==> config.mk <==
export PLATFORM = sky130hd
export DESIGN_NAME = bisync_rx
export DESIGN_NICKNAME = d
export VERILOG_FILES = /design/src/rtl/bisync_rx_pkg.sv /design/src/rtl/bsr_hunter.sv /design/src/rtl/bsr_framer.sv /design/src/rtl/bsr_classify.sv /design/src/rtl/bisync_rx.sv
export SDC_FILE = /design/constraint.sdc
export NUM_CORES = 1
export LEC_CHECK = 0
export BUFFER_PORTS_ARGS = -buffer_cell sky130_fd_sc_hd__buf_2
export CAP_MARGIN = 20
export CORE_MARGIN = 2
export CORE_UTILIZATION = 39
export DETAILED_ROUTE_END_ITERATION = 6
export PLACE_DENSITY_LB_ADDON = 0.15
export RECOVER_POWER = 100
export SYNTH_ARGS = -nofsm -noshare
export SYNTH_HDL_FRONTEND = slang
export SYNTH_SLANG_ARGS = --single-unit
==> constraint.sdc <==
create_clock -name clk -period 10.2 [get_ports clk]
set_input_delay 2.04 -clock clk [delete_from_list [all_inputs] [get_ports clk]]
set_output_delay 2.04 -clock clk [all_outputs]
set_load 0.05 [all_outputs]
==> src/rtl/bisync_rx_pkg.sv <==
package bisync_rx_pkg;

    parameter int unsigned CHAR_MAX  = 8;
    parameter int unsigned SYN_MAX   = 16;
    localparam int unsigned FRAME_MAX = CHAR_MAX + 1;
    localparam int unsigned SLW       = $clog2(SYN_MAX + 1);
    localparam int unsigned CLW       = $clog2(CHAR_MAX + 1);
    localparam int unsigned FLW       = $clog2(FRAME_MAX + 1);

    typedef enum logic [1:0] {
        RX_OFF  = 2'd0,
        RX_HUNT = 2'd1,
        RX_SYNC = 2'd2,
        RX_HALT = 2'd3
    } rx_state_e;

    typedef struct packed {
        logic                perr;
        logic                pbit;
        logic [CHAR_MAX-1:0] data;
    } rx_char_t;

    function automatic logic parity_bad(input logic [CHAR_MAX-1:0] d,
                                        input logic pb, input logic odd);
        return ((^d) ^ pb) != odd;
    endfunction

endpackage

==> src/rtl/bsr_hunter.sv <==
module bsr_hunter #(
    parameter int unsigned WIN = 16,
    localparam int unsigned LW = $clog2(WIN + 1),
    localparam int unsigned IW = (WIN > 1) ? $clog2(WIN) : 1
) (
    input  logic           clk,
    input  logic           rst,
    input  logic           clr,
    input  logic           shift,
    input  logic           din,
    input  logic [WIN-1:0] pattern,
    input  logic [LW-1:0]  pat_len,
    output logic           hit
);
    logic [WIN-1:0] hist;
    logic [WIN-1:0] hist_n;
    logic [LW-1:0]  fill;
    logic           same;
    logic           enough;

    assign hist_n = {hist[WIN-2:0], din};
    assign enough = ({1'b0, fill} + 1'b1) >= {1'b0, pat_len};

    always_comb begin
        same = 1'b1;
        for (int i = 0; i < int'(WIN); i++) begin
            int j;
            j = int'(pat_len) - 1 - i;
            if (j >= 0) begin
                if (hist_n[j[IW-1:0]] != pattern[i]) same = 1'b0;
            end
        end
    end

    assign hit = shift & enough & same & (pat_len != '0);

    always_ff @(posedge clk) begin
        if (rst || clr) begin
            hist <= '0;
            fill <= '0;
        end else if (shift) begin
            hist <= hist_n;
            if (fill != LW'(WIN)) fill <= fill + 1'b1;
        end
    end
endmodule

==> src/rtl/bsr_framer.sv <==
module bsr_framer #(
    parameter int unsigned FW = 9,
    localparam int unsigned CW = $clog2(FW + 1)
) (
    input  logic          clk,
    input  logic          rst,
    input  logic          clr,
    input  logic          shift,
    input  logic          din,
    input  logic [CW-1:0] frame_len,
    output logic          done,
    output logic [FW-1:0] frame_n
);
    logic [CW-1:0] cnt;
    logic [FW-1:0] frame;

    always_comb begin
        frame_n = frame;
        for (int i = 0; i < int'(FW); i++) begin
            if (shift && CW'(i) == cnt) frame_n[i] = din;
        end
    end

    assign done = shift && (cnt == frame_len - 1'b1);

    always_ff @(posedge clk) begin
        if (rst || clr) begin
            cnt   <= '0;
            frame <= '0;
        end else if (shift) begin
            if (done) begin
                cnt   <= '0;
                frame <= '0;
            end else begin
                cnt   <= cnt + 1'b1;
                frame <= frame_n;
            end
        end
    end
endmodule

==> src/rtl/bsr_classify.sv <==
module bsr_classify
    import bisync_rx_pkg::*;
(
    input  logic [FRAME_MAX-1:0] frame,
    input  logic [FLW-1:0]       frame_len,
    input  logic [CLW-1:0]       char_len,
    input  logic                 par_en,
    input  logic                 par_odd,
    input  logic [SYN_MAX-1:0]   syn_pattern,
    input  logic [SLW-1:0]       syn_len,
    input  logic [CHAR_MAX-1:0]  term_char,
    output rx_char_t             ch,
    output logic                 is_syn,
    output logic                 is_term
);
    localparam int unsigned CMP_W = (FRAME_MAX < SYN_MAX) ? FRAME_MAX : SYN_MAX;

    logic [CHAR_MAX-1:0] d;
    logic                pb;
    logic                bits_eq;

    always_comb begin
        d  = '0;
        pb = 1'b0;
        for (int i = 0; i < int'(CHAR_MAX); i++) begin
            if (i < int'(char_len)) d[i] = frame[i];
        end
        for (int i = 0; i < int'(FRAME_MAX); i++) begin
            if (par_en && i == int'(char_len)) pb = frame[i];
        end
    end

    always_comb begin
        bits_eq = 1'b1;
        for (int i = 0; i < int'(CMP_W); i++) begin
            if (i < int'(frame_len) && frame[i] != syn_pattern[i]) bits_eq = 1'b0;
        end
    end

    assign is_syn  = bits_eq && (int'(frame_len) == int'(syn_len));
    assign is_term = (d == term_char);
    assign ch.data = d;
    assign ch.pbit = pb;
    assign ch.perr = par_en & parity_bad(d, pb, par_odd);
endmodule

==> src/rtl/bisync_rx.sv <==
module bisync_rx
    import bisync_rx_pkg::*;
(
    input  logic                  clk,
    input  logic                  rst,
    input  logic                  bit_en,
    input  logic                  rx_bit,
    input  logic                  rx_enable,
    input  logic                  carrier_det,
    input  logic                  cd_autostart,
    input  logic                  hunt_cmd,
    input  logic                  rx_reset_cmd,
    input  logic [SYN_MAX-1:0]    syn_pattern,
    input  logic [SLW-1:0]        syn_len,
    input  logic [CLW-1:0]        char_len,
    input  logic                  par_en,
    input  logic                  par_odd,
    input  logic                  load_syn,
    input  logic                  term_en,
    input  logic [CHAR_MAX-1:0]   term_char,
    output logic [CHAR_MAX+1:0]   fifo_wdata,
    output logic                  fifo_wvalid,
    output logic                  synced,
    output logic                  term_hit
);
    rx_state_e            state, state_n;
    logic                 active, stop_now;
    logic                 hunt_hit;
    logic                 fr_done;
    logic [FRAME_MAX-1:0] fr_bits;
    logic [FLW-1:0]       frame_len;
    rx_char_t             ch;
    logic                 c_syn, c_term;
    logic                 accept, to_halt;

    assign active    = rx_enable & ~(cd_autostart & ~carrier_det);
    assign stop_now  = ~active | hunt_cmd | (rx_reset_cmd & (state != RX_HALT));
    assign frame_len = FLW'(char_len) + FLW'(par_en);

    bsr_hunter #(.WIN(SYN_MAX)) u_hunt (
        .clk     (clk),
        .rst     (rst),
        .clr     ((state != RX_HUNT) | stop_now),
        .shift   (bit_en & (state == RX_HUNT)),
        .din     (rx_bit),
        .pattern (syn_pattern),
        .pat_len (syn_len),
        .hit     (hunt_hit)
    );

    bsr_framer #(.FW(FRAME_MAX)) u_frame (
        .clk       (clk),
        .rst       (rst),
        .clr       (state != RX_SYNC),
        .shift     (bit_en & (state == RX_SYNC)),
        .din       (rx_bit),
        .frame_len (frame_len),
        .done      (fr_done),
        .frame_n   (fr_bits)
    );

    bsr_classify u_cls (
        .frame       (fr_bits),
        .frame_len   (frame_len),
        .char_len    (char_len),
        .par_en      (par_en),
        .par_odd     (par_odd),
        .syn_pattern (syn_pattern),
        .syn_len     (syn_len),
        .term_char   (term_char),
        .ch          (ch),
        .is_syn      (c_syn),
        .is_term     (c_term)
    );

    assign accept  = (state == RX_SYNC) & fr_done & (~c_syn | load_syn) & ~stop_now;
    assign to_halt = accept & term_en & c_term;

    always_comb begin
        state_n = state;
        if (!active)                                    state_n = RX_OFF;
        else if (state == RX_OFF)                       state_n = RX_HUNT;
        else if (hunt_cmd)                              state_n = RX_HUNT;
        else if (rx_reset_cmd && state != RX_HALT)      state_n = RX_HUNT;
        else if (state == RX_HUNT && hunt_hit)          state_n = RX_SYNC;
        else if (to_halt)                               state_n = RX_HALT;
    end

    always_ff @(posedge clk) begin
        if (rst) begin
            state       <= RX_OFF;
            fifo_wvalid <= 1'b0;
            fifo_wdata  <= '0;
            term_hit    <= 1'b0;
        end else begin
            state       <= state_n;
            fifo_wvalid <= accept;
            term_hit    <= to_halt;
            if (accept) fifo_wdata <= ch;
        end
    end

    assign synced = (state == RX_SYNC);
endmodule

==> results.cfg, run 1 <==
[setup_path]
crit_slowest_cell = ha_1
start_kind = primary input
critPathCapture = state[0]$_SDFFE_PP0P_
worstRegToRegCells = 11
cp.required_ps = 10380
path_common_cell = ha_1
cp_slowest_stage_delay_ps = 1060
cp.arrival_ps = 7260
startpoint = syn_len[0]
reg2reg_slack_ps = 5850
worstPathCellList = clkbuf_1 -> inv_1 -> ha_1 -> ha_1 -> and2_1 -> nor2_1 -> xnor2_1 -> mux2_1 -> a2111oi_0 -> o221ai_1 -> nor4_1 -> and3_1 -> a21oi_1
path_max_fanout = 26
crit-reg2reg-capture = fifo_wdata[4]$_SDFFE_PP0P_
cp-end-kind = flip-flop
crit_type = primary input to flip-flop
r2r_start = u_frame.cnt[0]$_SDFFE_PP0P_

[global_routing]
grt_pass1_vias = 4329
use_met3_pct = 3.52
overflow = 0
grt_max_degree = 27
grt_first_pass_wirelength_um = 23500
grt.total_usage_pct = 20.7
antenna_found_initial = 0
busiest_layer = met2
grt_util_met2_pct = 31.9
met1_usage_pct = 30.4

[power]
irDropWorstVdd_mv = 0.0562
p_switching_uw = 165
p_per_area_nw_per_um2 = 88.2
comb_power_share_pct = 28.1
p_int_uw = 336
p_clk_share_pct = 35.2
p_seq_share_pct = 36.8
swShare_pct = 32.9
power.leakage_nw = 2.18

[timing]
period_minus_slack_ps = 7080
slew_viol_final = 13
final-setup-viol-count = 0
setup_tns_ps = 0
skew_ps = 6.01
clock.fmax_ghz = 0.141
tightest_slew_ps = 1970
timing.final.hold_violations = 0
maxSlewHeadroom_pct = -32.4
worst_slack_ps = 3120
post-route-period-util_pct = 69.4
worst_hold_slack_ps = 486
rsz0062_at_grt = false

[finish]
final_cell_area_um2 = 5680
area_growth_syn_to_layout_pct = 8.40
fin_util_pct = 43.1
layout-drive-gt1-share_pct = 14.6
num-fill-cells = 1367
mostFrequentLayoutCell = nand2_1
multiInputGateArea_um2 = 3970
seqCellArea_um2 = 941
final_cell_mix = nand2_1, nor2_1, dfxtp_1
layout.nets = 743
diodes = 0

[logic_synthesis]
synth_nets = 711
async_flop_share_pct = 0
ys_seq_elements = 47
netlist_area_um2 = 5240
synth_ff_type = dfxtp_1
synthCells = 624
synth_area_leaders = dfxtp_1, mux4_2, ha_1
syn_area_per_cell_um2 = 8.40
synth_edf_count = 0
synth.top_cell.area_share_pct = 17.9
synth_seq_area_share_pct = 17.9
synth.distinct_cells = 75
synth-warning-count = 0
yosysTopAreaCell = dfxtp_1

[floorplan]
start_util_pct = 39.7
die-area_um2 = 14400
die_w_um = 120
num_rows = 42
core_area_um2 = 13200
die_y_um = 120
ios = 59

[cts]
clk_transition_reported_paths_ps = 70
numCtsBuffers = 5
cts.path.max_buffers = 2
cts_tree = built
hold_buffers = 0
root_buffer = clkbuf_16
cts.sinks = 47
htreeDepth = 2
clkLatencyLatePin_ps = 300
postCtsSetupRepairBufs = 0
ctsResizeCount = 0

[route]
remaining_drc_errors = 0
routedWlPerCell_um = 17.7
drt_iter0_drc = 426
routed_wl_um = 14800
routed_via_density = 5.55
dr_total_vias = 4626
drt_pass1_iterations = 5
ant_nets = 0

[placed_design]
port_buffers = 58
pre_cts_ws_ps = 3590
dp_hpwl_um = 11800
post_dp_cell_area_um2 = 5580
place_congestion = 0.886

[min_path]
min_path_type = flip-flop to flip-flop

[run_status]
violations = capacitance limit, slew limit
status = finished with violations

[flow_run]
drv_cap = 1
## critical path: cells and delay by family
family | cells | cell delay (ps)
buffers and inverters | 2 | 1580
AO/OA/AOI/OAI | 3 | 690
XOR/XNOR | 1 | 470
multiplexers | 1 | 400
AND/OR/NAND/NOR | 4 | 620
adder cells (fa/ha/maj) | 2 | 1450
## synthesized netlist by cell type, types with 4 or more instances
library cell and number:
nand2_1 76, dfxtp_1 47, nor2_1 47, a21oi_1 45, ha_1 41, xnor2_1 41, mux2i_1 35, o21ai_0 30
inv_1 28, mux4_2 25, clkbuf_1 20, nand2b_1 20, xor2_1 16, nand3_1 14, a22oi_1 9, and2_1 8
nor3_1 8, buf_2 7, nor4_1 7, or3_1 7, a211oi_1 4, a31oi_1 4, buf_6 4, inv_2 4
o21a_1 4
## cells by family (layout without fill, tap and decap cells)
family	count (synthesis)	after routing	synth area share [%]
and+or+nand+nor	211	211	20.0
muxes	62	62	17.9
adders and majority gates	42	42	9.98
buffers and inverters	67	100	5.68
DFF	47	47	17.9
AOI/OAI and AO/OA	133	133	16.8
xor gates and xnor gates	62	62	11.7
## area by class of cell
class / count / share of cell area (%)
inverter: 34 / 2.25
timing repair buffer: 58 / 4.76
multi-input combinational: 510 / 69.9
clock buffer: 5 / 2.20
tap: 176 / 3.87
sequential: 47 / 16.6
clock inverter: 3 / 0.484
## worst min path at each step
| stage | start | end | slack [ps] | cells after the start |
|---|---|---|---|---|
| 2_1_floorplan | u_frame.frame[6]$_SDFFE_PP0P_ | u_frame.frame[6]$_SDFFE_PP0P_ | 450 | 2 |
| 3_3_place_gp | u_frame.frame[6]$_SDFFE_PP0P_ | u_frame.frame[6]$_SDFFE_PP0P_ | 470 | 2 |
| 3_5_place_dp | fifo_wdata[9]$_SDFFE_PP0P_ | fifo_wdata[9]$_SDFFE_PP0P_ | 480 | 2 |
| 4_1_cts | u_frame.frame[1]$_SDFFE_PP0P_ | u_frame.frame[1]$_SDFFE_PP0P_ | 490 | 2 |
| 5_1_grt | fifo_wdata[9]$_SDFFE_PP0P_ | fifo_wdata[9]$_SDFFE_PP0P_ | 510 | 2 |
| 6_report | fifo_wdata[9]$_SDFFE_PP0P_ | fifo_wdata[9]$_SDFFE_PP0P_ | 490 | 2 |
## sequential cells by signal, indices dropped and copies added (netlist names)
| name | count |
|---|---|
| fifo_wdata | 10 |
| fifo_wvalid | 1 |
| state | 2 |
| term_hit | 1 |
| u_frame.cnt | 4 |
| u_frame.frame | 9 |
| u_hunt.fill | 5 |
| u_hunt.hist | 15 |
## per-stage QoR
| stage | cells | total power, mW |
|---|---|---|
| after floorplan | 624 | 0.294 |
| after global placement | 825 | 0.328 |
| after detailed placement | 825 | 0.329 |
| after CTS | 833 | 0.506 |
| after global routing | 833 | 0.529 |
| final | 833 | 0.501 |
## per-layer routing
metal | share of wire [%] | vias to the layer above
li1 | - | 2284
met1 | 49 | 2204
met2 | 45 | 122
met3 | 5.1 | 16
met4 | 1.2 | 0
met5 | 0 | -
## power by group through the flow
| stage | registers (mW) | clock network [mW] | logic, mW |
|---|---|---|---|
| after floorplan | 0.188 | 0 | 0.106 |
| after global placement | 0.188 | 0 | 0.139 |
| after detailed placement | 0.188 | 0 | 0.141 |
| after CTS | 0.184 | 0.181 | 0.141 |
| after global routing | 0.184 | 0.190 | 0.154 |
| final | 0.184 | 0.176 | 0.141 |
Power figures use the tool's default switching activity.
==> run 2, diff against run 1 <==
- clock period: 10.2 -> 7 ns (I/O delays scaled with it)
==> run 2 against run 1 <==
  * Critical path depth up 2
  * Count of clock-buffer cells in the layout grew 1
  * Total power is 53% higher
  * Sequential power up 46%
  * Wire length up 3.1%
  * The run still ends with capacitance limit, slew limit left
==> results.cfg, run 2 (synthesis gave the netlist of run 1 again) <==
[cts]
hold_buffers = 0
clkLatencyLatePin_ps = 300
root_buffer = clkbuf_16
clk_transition_reported_paths_ps = 70
numCtsBuffers = 5
cts_tree = built
ctsResizeCount = 0
cts.sinks = 47
htreeDepth = 2
cts.path.max_buffers = 2
postCtsSetupRepairBufs = 0

[timing]
clock.fmax_ghz = 0.176
rsz0062_at_grt = false
worst_slack_ps = 1320
final-setup-viol-count = 0
tightest_slew_ps = 2070
timing.final.hold_violations = 0
worst_hold_slack_ps = 484
maxSlewHeadroom_pct = -39.4
setup_tns_ps = 0
skew_ps = 6.48
slew_viol_final = 13
post-route-period-util_pct = 81.2
period_minus_slack_ps = 5680

[floorplan]
die-area_um2 = 14400
ios = 59
die_w_um = 120
die_y_um = 120
core_area_um2 = 13200
start_util_pct = 39.7
num_rows = 42

[route]
routed_via_density = 5.60
ant_nets = 0
drt_iter0_drc = 337
routedWlPerCell_um = 18.3
routed_wl_um = 15200
remaining_drc_errors = 0
drt_pass1_iterations = 5
dr_total_vias = 4673

[finish]
final_cell_area_um2 = 5700
seqCellArea_um2 = 941
layout.nets = 744
multiInputGateArea_um2 = 3960
layout-drive-gt1-share_pct = 15.0
num-fill-cells = 1346
area_growth_syn_to_layout_pct = 8.81
largest_registers = u_hunt.hist (15), fifo_wdata (10), u_frame.frame (9)
diodes = 0
fin_util_pct = 43.2
regMostFlops = u_hunt.hist
mostFrequentLayoutCell = nand2_1
largest_register_ffs = 15
layout.cells.non_filler = 834
final_cell_mix = nand2_1, nor2_1, dfxtp_1

[global_routing]
antenna_found_initial = 0
grt_pass1_vias = 4418
grt_first_pass_wirelength_um = 24200
grt_max_degree = 27
grt.total_usage_pct = 21.4
overflow = 0

[power]
comb_power_share_pct = 26.8
p_switching_uw = 234
swShare_pct = 30.5
p_seq_share_pct = 35.0
p_per_area_nw_per_um2 = 134
power.leakage_nw = 2.19
irDropWorstVdd_mv = 0.121
p_int_uw = 533
p_clk_share_pct = 38.2
total_power_uw = 767

[setup_path]
r2r_start = u_frame.cnt[0]$_SDFFE_PP0P_
path_max_fanout = 26
crit_type = primary input to flip-flop
startpoint = syn_len[0]
cp.required_ps = 7170
reg2reg_slack_ps = 2500
cp-end-kind = flip-flop
cp.arrival_ps = 5860
start_kind = primary input

[run_status]
violations = capacitance limit, slew limit
status = finished with violations

[placed_design]
dp_hpwl_um = 12100
post_dp_cell_area_um2 = 5590
dpl.cell_count = 826
port_buffers = 58
place_congestion = 0.883
pre_cts_ws_ps = 1330

[min_path]
min_path_type = flip-flop to flip-flop
hp-start = u_frame.frame[6]$_SDFFE_PP0P_

[flow_run]
drv_cap = 1
run 2: cell type report:
cell class              instances  area share (%)
clock inverters                 2           0.680
repair buffers                 59            4.89
multi-input cells             510            69.4
flip-flops and latches         47            16.5
inverters                      34            2.24
well taps                     176            3.86
clock buffers                   6            2.43
run 2: worst max-delay path, cell delays in order:
cell	delay, ps
buf_2	500
inv_1	390
ha_1	390
xnor2_1	500
inv_2	240
ha_1	360
or3_1	370
a21oi_1	180
xnor2_1	200
mux4_2	570
xnor2_1	200
nor2_1	70
nor4_1	250
and3_1	180
a21oi_1	50
run 2: path summary, 6_finish.rpt:
kind                              endpoint  depth (start not counted)
max                  state[0]$_SDFFE_PP0P_                         15
min          u_frame.frame[6]$_SDFFE_PP0P_                          2
max reg2reg     fifo_wdata[2]$_SDFFE_PP0P_                         11
min reg2reg  u_frame.frame[6]$_SDFFE_PP0P_                          2
run 2: power by group through the flow:
stage | clock [mW] | sequential, mW | combinational [mW]
final | 0.293 | 0.268 | 0.205
after global routing | 0.313 | 0.268 | 0.226
after CTS | 0.303 | 0.268 | 0.207
after detailed placement | 0 | 0.275 | 0.206
after global placement | 0 | 0.275 | 0.204
after floorplan | 0 | 0.274 | 0.154
run 2: routing by layer:
metal	up-vias	routed length [um]	part of all wire, %	GRT usage [%]
li1	2287	-	-	-
met1	2251	7340	48	31.3
met2	126	6940	46	33.5
met3	9	767	5.0	3.33
met4	0	179	1.2	4.19
met5	-	0	0	0
==> run 3, diff against run 2 <==
- clock period: 7 -> 5.85 ns (I/O delays scaled with it)
==> run 3 against run 2 <==
  * The run now ends clean
  * Sequential share of layout area is 0.069 points higher
  * Utilization shrank 0.18 points
  * Die area unchanged
  * Clock skew is 4.6 ps higher
  * Global-route usage hardly changed
==> results.cfg, run 3 (synthesis gave the netlist of run 1 again) <==
[setup_path]
cp_slowest_stage_delay_ps = 590
cp_top_family = adder cells
worstPathCellList = buf_2 -> inv_1 -> ha_1 -> xnor2_1 -> inv_1 -> ha_1 -> mux4_2 -> mux2i_1 -> mux2i_1 -> xor2_1 -> nand2_1 -> nand2_1 -> a2111oi_0 -> a41oi_1 -> nor4_2
cp.arrival_ps = 5260
cp.required_ps = 6070
cp-end-kind = flip-flop
cp_num_buf_inv = 3
crit_slowest_cell = ha_1
path_max_fanout = 12
startpoint = syn_len[1]
start_kind = primary input
r2r_start = u_frame.cnt[0]$_SDFFE_PP0P_
crit_type = primary input to flip-flop

[timing]
setup_tns_ps = 0
worst_slack_ps = 812
skew_ps = 11.1
clock.fmax_ghz = 0.198
worst_hold_slack_ps = 485
timing.final.hold_violations = 0
slew_viol_final = 0
maxSlewHeadroom_pct = 17.2
period_minus_slack_ps = 5040
final-setup-viol-count = 0
tightest_slew_ps = 1240
post-route-period-util_pct = 86.1
rsz0062_at_grt = false

[route]
remaining_drc_errors = 0
routed_via_density = 5.63
ant_nets = 0
routedWlPerCell_um = 18.4
drt_pass1_iterations = 7
routed_wl_um = 15400
drt_iter0_drc = 328
dr_total_vias = 4709

[global_routing]
grt_first_pass_wirelength_um = 24100
grt_pass1_vias = 4316
overflow = 0
antenna_found_initial = 1
grt.total_usage_pct = 21.5
grt_max_degree = 26

[finish]
multiInputGateArea_um2 = 3960
mostFrequentLayoutCell = nand2_1
regMostFlops = u_hunt.hist
layout-drive-gt1-share_pct = 15.0
num-fill-cells = 1342
final_cell_area_um2 = 5680
fin_util_pct = 43.1
area_growth_syn_to_layout_pct = 8.35
largest_registers = u_hunt.hist (15), fifo_wdata (10), u_frame.frame (9)
layout.cells.non_filler = 836
largest_register_ffs = 15
seqCellArea_um2 = 941
layout.nets = 745
final_cell_mix = nand2_1, nor2_1, dfxtp_1

[floorplan]
ios = 59
die-area_um2 = 14400
die_w_um = 120
core_area_um2 = 13200
die_y_um = 120
num_rows = 42
start_util_pct = 39.7

[cts]
hold_buffers = 0
ctsResizeCount = 0
cts_tree = built
cts.sinks = 47
clkLatencyLatePin_ps = 310
numCtsBuffers = 5
postCtsSetupRepairBufs = 0
htreeDepth = 2
clk_transition_reported_paths_ps = 70
cts.path.max_buffers = 2
root_buffer = clkbuf_16

[placed_design]
port_buffers = 58
dpl.cell_count = 827
place_congestion = 0.898
post_dp_cell_area_um2 = 5600
pre_cts_ws_ps = 845
dp_hpwl_um = 12200

[min_path]
min_path_type = flip-flop to flip-flop
hp-start = u_frame.frame[6]$_SDFFE_PP0P_

[power]
irDropWorstVdd_mv = 0.121
p_per_area_nw_per_um2 = 152
total_power_uw = 866
power.leakage_nw = 2.18

[flow_run]
drv_cap = 0

[run_status]
status = finished clean
==> run 3: worst register-to-register path, stage by stage (launching register included) <==
cell and delay, ps:
dfxtp_1 490, inv_1 110, ha_1 290, and3b_1 210, a21bo_1 210, and2_2 260, xnor2_1 140, a2111o_1 410
and3_4 200, o31ai_2 1020, mux2i_1 300, nor2_1 50
==> run 3: final cells by class <==
class | count | area share (%)
repair buffers | 60 | 5.04
clock inverters | 3 | 0.396
diodes | 1 | 0.0441
multi-input cells | 510 | 69.6
inverters | 34 | 2.25
clock buffers | 5 | 2.20
well taps | 176 | 3.88
flip-flops and latches | 47 | 16.6
==> run 3: worst paths after layout <==
path / cells past startpoint / end / slack, ps
hold reg to reg: 2 / u_frame.frame[6]$_SDFFE_PP0P_ / 490
setup reg to reg: 11 / fifo_wdata[2]$_SDFFE_PP0P_ / 2050
hold / removal: 2 / u_frame.frame[6]$_SDFFE_PP0P_ / 490
setup / recovery: 15 / state[1]$_SDFFE_PP0P_ / 810
==> run 3: where the power goes <==
group          switching, mW  internal (mW)
Combinational          0.144          0.102
Clock                  0.139          0.160
Sequential           0.00111          0.320
Total                  0.284          0.583
==> run 3: layer usage <==
layer | GRT usage, % | share of wire [%]
met1 | 32.4 | 50
met2 | 31.7 | 44
met3 | 3.37 | 4.7
met4 | 5.37 | 1.5
met5 | 0 | 0
